===== config.mk =====
export PLATFORM = sky130hd
export DESIGN_NAME = dma_addr_gen
export DESIGN_NICKNAME = d
export VERILOG_FILES = /design/src/rtl/dma_addr_pkg.sv /design/src/rtl/dma_addr_cfg.sv /design/src/rtl/dma_addr_port.sv /design/src/rtl/dma_addr_gen.sv
export SDC_FILE = /design/constraint.sdc
export NUM_CORES = 1
export LEC_CHECK = 0
export BUFFER_PORTS_ARGS = -buffer_cell sky130_fd_sc_hd__buf_2
export CAP_MARGIN = 20
export CORE_ASPECT_RATIO = 0.7
export CORE_UTILIZATION = 60
export CTS_CLUSTER_SIZE = 16
export DETAILED_ROUTE_END_ITERATION = 10
export GPL_TIMING_DRIVEN = 1
export HOLD_SLACK_MARGIN = 0.03
export PLACE_DENSITY = 0.86
export RECOVER_POWER = 50
export SETUP_SLACK_MARGIN = 0.2
export SYNTH_ARGS = -nofsm -noshare
export SYNTH_HDL_FRONTEND = slang
export SYNTH_SLANG_ARGS = --single-unit

===== constraint.sdc =====
create_clock -name clk -period 6.84 [get_ports clk]
set_input_delay 1.368 -clock clk [delete_from_list [all_inputs] [get_ports clk]]
set_output_delay 1.368 -clock clk [all_outputs]
set_load 0.05 [all_outputs]

===== src/rtl/dma_addr_pkg.sv =====
package dma_addr_pkg;
  typedef enum logic [1:0] {
    MODE_INC  = 2'b00,
    MODE_DEC  = 2'b01,
    MODE_HOLD = 2'b10,
    MODE_HLD2 = 2'b11
  } mode_t;

  localparam int REG_W   = 2;
  localparam int CFG_W   = 5;
  localparam logic [REG_W-1:0] SEL_START0 = 2'd0;
  localparam logic [REG_W-1:0] SEL_START1 = 2'd1;
  localparam logic [REG_W-1:0] SEL_CFG    = 2'd2;
endpackage


===== src/rtl/dma_addr_cfg.sv =====
module dma_addr_cfg
  import dma_addr_pkg::*;
#(
  parameter int NPORTS = 2,
  parameter int DW     = 16
) (
  input  logic              clk,
  input  logic              rst_n,
  input  logic              cfg_we,
  input  logic [DW-1:0]     cfg_wdata,
  output mode_t             port_mode [NPORTS],
  output logic              auto_restart
);
  localparam int MODE_BITS = 2 * NPORTS;

  logic [MODE_BITS-1:0] mode_q;
  logic                 auto_q;

  always_ff @(posedge clk) begin
    if (!rst_n) begin
      mode_q <= '0;
      auto_q <= 1'b0;
    end else if (cfg_we) begin
      mode_q <= cfg_wdata[MODE_BITS-1:0];
      auto_q <= cfg_wdata[MODE_BITS];
    end
  end

  for (genvar p = 0; p < NPORTS; p++) begin : g_mode
    assign port_mode[p] = mode_t'(mode_q[2*p +: 2]);
  end
  assign auto_restart = auto_q;

  // the configuration written is what later reads return
  assert_cfg_write_R11: assert property (@(posedge clk) disable iff (!rst_n)
    cfg_we |=> (mode_q == $past(cfg_wdata[MODE_BITS-1:0]) && auto_q == $past(cfg_wdata[MODE_BITS])));
endmodule


===== src/rtl/dma_addr_port.sv =====
module dma_addr_port
  import dma_addr_pkg::*;
#(
  parameter int AW = 16
) (
  input  logic          clk,
  input  logic          rst_n,
  input  logic          start_we,
  input  logic [AW-1:0] start_wdata,
  input  mode_t         mode,
  input  logic          load,
  input  logic          restart,
  input  logic          step,
  output logic [AW-1:0] start_q,
  output logic [AW-1:0] ctr_q
);
  function automatic logic [AW-1:0] next_addr(input logic [AW-1:0] cur, input mode_t m);
    case (m)
      MODE_INC: next_addr = cur + AW'(1);
      MODE_DEC: next_addr = cur - AW'(1);
      default:  next_addr = cur;
    endcase
  endfunction

  logic ev_load, ev_restart, ev_step, ev_any;
  assign ev_load    = load;
  assign ev_restart = restart & ~load;
  assign ev_step    = step & ~load & ~restart;
  assign ev_any     = ev_load | ev_restart | ev_step;

  always_ff @(posedge clk) begin
    if (!rst_n) start_q <= '0;
    else if (start_we) start_q <= start_wdata;
  end

  always_ff @(posedge clk) begin
    if (!rst_n) ctr_q <= '0;
    else if (ev_load || ev_restart) ctr_q <= start_q;
    else if (ev_step) ctr_q <= next_addr(ctr_q, mode);
  end

  assert_load_copies_R3: assert property (@(posedge clk) disable iff (!rst_n)
    ev_load |=> ctr_q == $past(start_q));
  assert_inc_step_R4: assert property (@(posedge clk) disable iff (!rst_n)
    (ev_step && mode == MODE_INC) |=> ctr_q == $past(ctr_q) + AW'(1));
  assert_dec_step_R5: assert property (@(posedge clk) disable iff (!rst_n)
    (ev_step && mode == MODE_DEC) |=> ctr_q == $past(ctr_q) - AW'(1));
  assert_fixed_hold_R6: assert property (@(posedge clk) disable iff (!rst_n)
    (!ev_load && !ev_restart && mode[1]) |=> $stable(ctr_q));
  assert_idle_hold_R7: assert property (@(posedge clk) disable iff (!rst_n)
    !ev_any |=> $stable(ctr_q));
  assert_restart_copies_R9: assert property (@(posedge clk) disable iff (!rst_n)
    restart |=> ctr_q == $past(start_q));
endmodule


===== src/rtl/dma_addr_gen.sv =====
module dma_addr_gen
  import dma_addr_pkg::*;
#(
  parameter int AW = 16
) (
  input  logic          clk,
  input  logic          rst_n,
  input  logic          reg_wr,
  input  logic [1:0]    reg_addr,
  input  logic [AW-1:0] reg_wdata,
  output logic [AW-1:0] reg_rdata,
  input  logic          load,
  input  logic          xfer_done,
  input  logic          end_of_block,
  output logic [AW-1:0] addr_p0,
  output logic [AW-1:0] addr_p1
);
  localparam int NPORTS = 2;

  mode_t         port_mode [NPORTS];
  logic          auto_restart;
  logic          restart_ev;
  logic [AW-1:0] start_q [NPORTS];
  logic [AW-1:0] ctr_q   [NPORTS];
  logic          cfg_we;

  assign cfg_we     = reg_wr && (reg_addr == SEL_CFG);
  assign restart_ev = end_of_block & auto_restart;

  dma_addr_cfg #(.NPORTS(NPORTS), .DW(AW)) i_cfg (
    .clk(clk), .rst_n(rst_n), .cfg_we(cfg_we), .cfg_wdata(reg_wdata),
    .port_mode(port_mode), .auto_restart(auto_restart)
  );

  for (genvar p = 0; p < NPORTS; p++) begin : g_port
    logic swe;
    assign swe = reg_wr && (reg_addr == REG_W'(p));
    dma_addr_port #(.AW(AW)) i_port (
      .clk(clk), .rst_n(rst_n), .start_we(swe), .start_wdata(reg_wdata),
      .mode(port_mode[p]), .load(load), .restart(restart_ev), .step(xfer_done),
      .start_q(start_q[p]), .ctr_q(ctr_q[p])
    );
  end

  assign addr_p0 = ctr_q[0];
  assign addr_p1 = ctr_q[1];

  always_comb begin
    case (reg_addr)
      SEL_START0: reg_rdata = ctr_q[0];
      SEL_START1: reg_rdata = ctr_q[1];
      SEL_CFG:    reg_rdata = AW'({auto_restart, port_mode[1], port_mode[0]});
      default:    reg_rdata = '0;
    endcase
  end

  // with auto-restart off and no load, end_of_block alone leaves the counters alone
  assert_eob_ignored_R10: assert property (@(posedge clk) disable iff (!rst_n)
    (end_of_block && !auto_restart && !load && !xfer_done) |=> ($stable(addr_p0) && $stable(addr_p1)));
endmodule


* Word-level counts from Yosys, hierarchy flattened *
Index checks and enable logic that the tools add are counted.

word-level totals
  input bits = 24
  register bits after elaboration = 69
  logic and storage cells = 39

cells by class
  reductions and logical operators = 12
  add/sub/neg operators = 4
  bitwise logic cells = 6
  eq/ne operators = 4
  muxes and demuxes = 7

operators with widths
  operator                                            number
  two-way mux 16 bit                                  4
  case mux 16 bit (2 select lines)                    2
  case mux 16 bit (3 select lines)                    1
  adder 16 x 1 -> 16 bit, second input constant       2
  subtractor 16 x 1 -> 16 bit, second input constant  2
  == test 2 x 1 -> 1 bit, second input constant       3
  logical NOT 2 bit                                   3
  nonzero test 3 bit                                  2
  bitwise AND 1 bit                                   4
  AND reduction 2 bit                                 2
  logical AND 1 bit                                   3
  == test 2 bit, second input constant                1
  NOT 1 bit                                           2
  nonzero test 2 bit                                  1
  logical OR 1 bit                                    1

* Longest topological paths before layout *
  depth in word-level cells = 5
  mapped depth = 12
  mapped depth without buffers = 10

* Hierarchy *
Synthesis repeated with hierarchy kept, for this count alone.

unflattened totals
  cells, all modules = 522
  area total of the unflattened synthesis = 4357.9 µm²

modules (own cells, without submodules)
  module                             instances  sequential area each (µm²)  cells each  area each (µm²)
  dma_addr_port at g_port[1].i_port  1          640.6                       233         1946.9
  dma_addr_port at g_port[0].i_port  1          640.6                       232         1881.8
  dma_addr_gen                       1          0.0                         41          336.6
  dma_addr_cfg                       1          100.1                       16          192.7

* Least setup slack after synthesis *
OpenSTA, ideal clock, no wires.

  path kind = input to output
  start = input port reg_addr[0]
  end = output port reg_rdata[6]
  stages on the path = 4
  slack = 2.435 ns
  data arrival time = 3.037 ns
  cells stage by stage = clkbuf_1 -> buf_1 -> mux2i_1 -> nor2_1

on the way
  word-level cells in the longest chain between the ends = 2

RTL lines
  item                                   line                RTL
  from (decl)                            dma_addr_gen.sv:9   input logic [1:0] reg_addr,
  == test 2 bit (tied with other cells)  dma_addr_gen.sv:49  case (reg_addr)
  case mux 16 bit (3 select lines) (*)   dma_addr_gen.sv:49
  to (decl)                              dma_addr_gen.sv:11  output logic [AW-1:0] reg_rdata,

Every way passes the cells marked *; elsewhere a longest branch is shown, timed or not.

* Worst setup path after layout *
  start = input port reg_addr[0]
  end = output port reg_rdata[1]

Same word-level chain as after synthesis.

==> results.toml <==
[cts]
cts_tree = "done"
ctsResizeCount = 0
cts-root-buf = "clkbuf_8"
clk_latency_ns = 0.36
post-cts-setup-buffers = 0
clock-sinks = 69
numCtsBuffers = 9
clkSlewWorstSetupHoldPaths_ns = 0.08
cts_hold_buf = 0
cts.path.max_buffers = 2
htreeDepth = 3

[floorplanning]
die_x_um = 102
die_area_um2 = 7340
io_pins = 72
initial_utilization = 0.622
core_um2 = 6760
die_y_um = 72
rows = 25

[timing]
maxSlewViolCount = 62
worst_pin_slew_ns = 2.53
finalHoldViolCount = 0
holdWs_ns = 0.458
finalCritPeriodShare = 0.718
setup_slack_ns = 1.93
relSlewSlack = -0.686
clock.fmax_mhz = 204
finalClockSkew_ns = 0.0140
min_period_ns = 4.91
finalSetupViolations = 0
rsz0062_at_grt = "no"
tns_ns = 0

[critical_path]
path_class = "input port to primary output"
crit_fanout = 21
worstSetupStartpointType = "input port"
crit_chain = "clkbuf_1, nor2b_1, nand2_1, o21ai_0, buf_2"
cp_slowest_cell = "clkbuf_1"
crit_required_ns = 5.47
critPathBufInv = 2
arrival_ns = 3.54
end_kind = "primary output"
critPathMaxStageDelay_ns = 1.05
cp_top_family = "buffers and inverters"

[synth]
ys_ff_latch = 69
synth_cells = 589
synth-main-ff-cell = "dfxtp_1"
synth-edff-count = 0
synth_area_um2 = 4200
synth_nets = 615
syn_area_per_cell_um2 = 7.13
synthArstFlopShare = 0
synthDistinctLibCells = 58
ys.warnings.count = 0
seq_area_frac_synth = 0.329

[global_route]
grt_use_total = 0.353
grt_start_max_net_pins = 62
antenna_found_initial = 1
grt-ovfl-total = 0
grt_pass1_vias = 3804
grt_pass1_wl_mm = 19.7

[run]
maxCapViolCount = 2

[detailed_routing]
drt_iter0_drc = 497
firstDrtPassIters = 8
drtAntennaViolNets = 0
num_vias = 4605
vias_per_cell = 6.40
wl_mm = 13.0
drc = 2
post_drt_wl_per_cell_um = 18.0

[place]
gp_congestion = 0.949
dp_slack_ns = 2.54
io_buffers = 71
place_inst = 703
dpl.hpwl_mm = 8.96

[power_and_ir_drop]
leakage_nw = 1.71
powerDensity_nw_per_um2 = 213
peakVddDrop_uv = 150
total_power_uw = 990

[final_layout]
fillers = 615
syn_to_final_growth_pct = 10.7
drive_above_1_share = 0.139
insertedDiodeCount = 0
finalNetCount = 646
layout.cells.non_filler = 719

[min_path]
worstHoldPathType = "register to register"

[status]
violations = "DRC, capacitance limit, slew limit"
status = "finished, violations left"
through the flow:
stage,util,instance area [µm²]
final,0.688,4650
after global routing,0.688,4650
after CTS,0.692,4670
after detailed placement,0.662,4480
after global placement,0.662,4480
after floorplan,-,4200
flip-flops by register name, indices dropped and copies added (netlist names):
signal and count:
i_cfg.mode_q 4, g_port.i_port.ctr_q 32, i_cfg.auto_restart 1, g_port.i_port.start_q 32
final timing paths:
kind	cells past startpoint	slack, ns	startpoint	to
setup / recovery	5	1.93	reg_addr[0]	reg_rdata[1]
hold / removal	2	0.46	g_port[0].i_port.start_q[15]$_SDFFE_PN0P_	g_port[0].i_port.start_q[15]$_SDFFE_PN0P_
setup reg to reg	4	3.39	i_cfg.auto_restart$_SDFFE_PN0P_	g_port[0].i_port.ctr_q[13]$_SDFFE_PN0P_
hold reg to reg	2	0.46	g_port[0].i_port.start_q[15]$_SDFFE_PN0P_	g_port[0].i_port.start_q[15]$_SDFFE_PN0P_
per-layer routing:
layer / up-vias / wire length, µm / track usage
li1: 2128 / - / -
met1: 2102 / 5560 / 0.510
met2: 336 / 5310 / 0.495
met3: 39 / 1830 / 0.117
met4: 0 / 257 / 0.110
met5: - / 0 / 0
tightest hold or removal path, delay by kind of cell (launching register included):
family	cells	cell delay [ns]
flip-flops	1	0.31
AO/OA/AOI/OAI	1	0.05
AND/OR/NAND/NOR	1	0.05
placed cells by master (no fill, tap or decap), types with 4 or more instances in the layout:
cell,n
or3_1,6
a21oi_1,66
clkbuf_8,9
nand2b_1,6
a211oi_1,11
a31oi_1,6
nand4_1,11
mux2i_1,20
xor2_1,11
and3_1,6
nand3_1,23
dfxtp_1,69
nor3_1,17
buf_2,55
nor4b_1,5
nor2b_1,5
nand2_1,113
xnor2_1,15
a311oi_1,4
o21ai_0,33
nor4_1,6
clkbuf_1,18
nor2_1,55
where the power goes:
part           leakage, nW  internal [mW]  switching, mW  total, mW
registers            0.564          0.420         0.0366      0.456
logic                 1.06         0.0551          0.138      0.193
clock network       0.0935          0.172          0.169      0.340
total                 1.71          0.646          0.343      0.990
Yosys cell counts, drive strengths merged, types with 4 or more instances:
library cell | number | area, µm²
nand2 | 113 | 424
a21oi | 70 | 362
dfxtp | 69 | 1380
nor2 | 55 | 206
clkbuf | 43 | 173
o21ai | 34 | 170
nand3 | 23 | 115
mux2i | 20 | 200
nor3 | 17 | 85.1
xnor2 | 15 | 131
a211oi | 12 | 95.1
buf | 12 | 66.3
nand4 | 11 | 68.8
xor2 | 11 | 96.3
nand2b | 7 | 46.3
or3 | 7 | 48.8
a31oi | 6 | 37.5
and3 | 6 | 37.5
nor4 | 6 | 37.5
nor2b | 5 | 31.3
nor4b | 5 | 43.8
a311oi | 4 | 35.0
or4 | 4 | 33.8
kinds of logic after synthesis:
group,Yosys count,share of synthesized area
compound gates,146,0.207
buf+inv,58,0.0596
simple gates,268,0.297
xor+xnor,26,0.0542
mux,20,0.0477
fa+ha+maj,2,0.00596
flops,69,0.329
layout make-up:
class	instances	area, µm²	share of cell area
inverter	3	11.3	0.00242
timing repair buffer	75	362	0.0778
multi-input combinational	462	2580	0.555
sequential	69	1380	0.297
clock buffer	10	128	0.0274
tap	94	118	0.0253
clock inverter	6	71.3	0.0153
(Power assumes the default switching activity.)
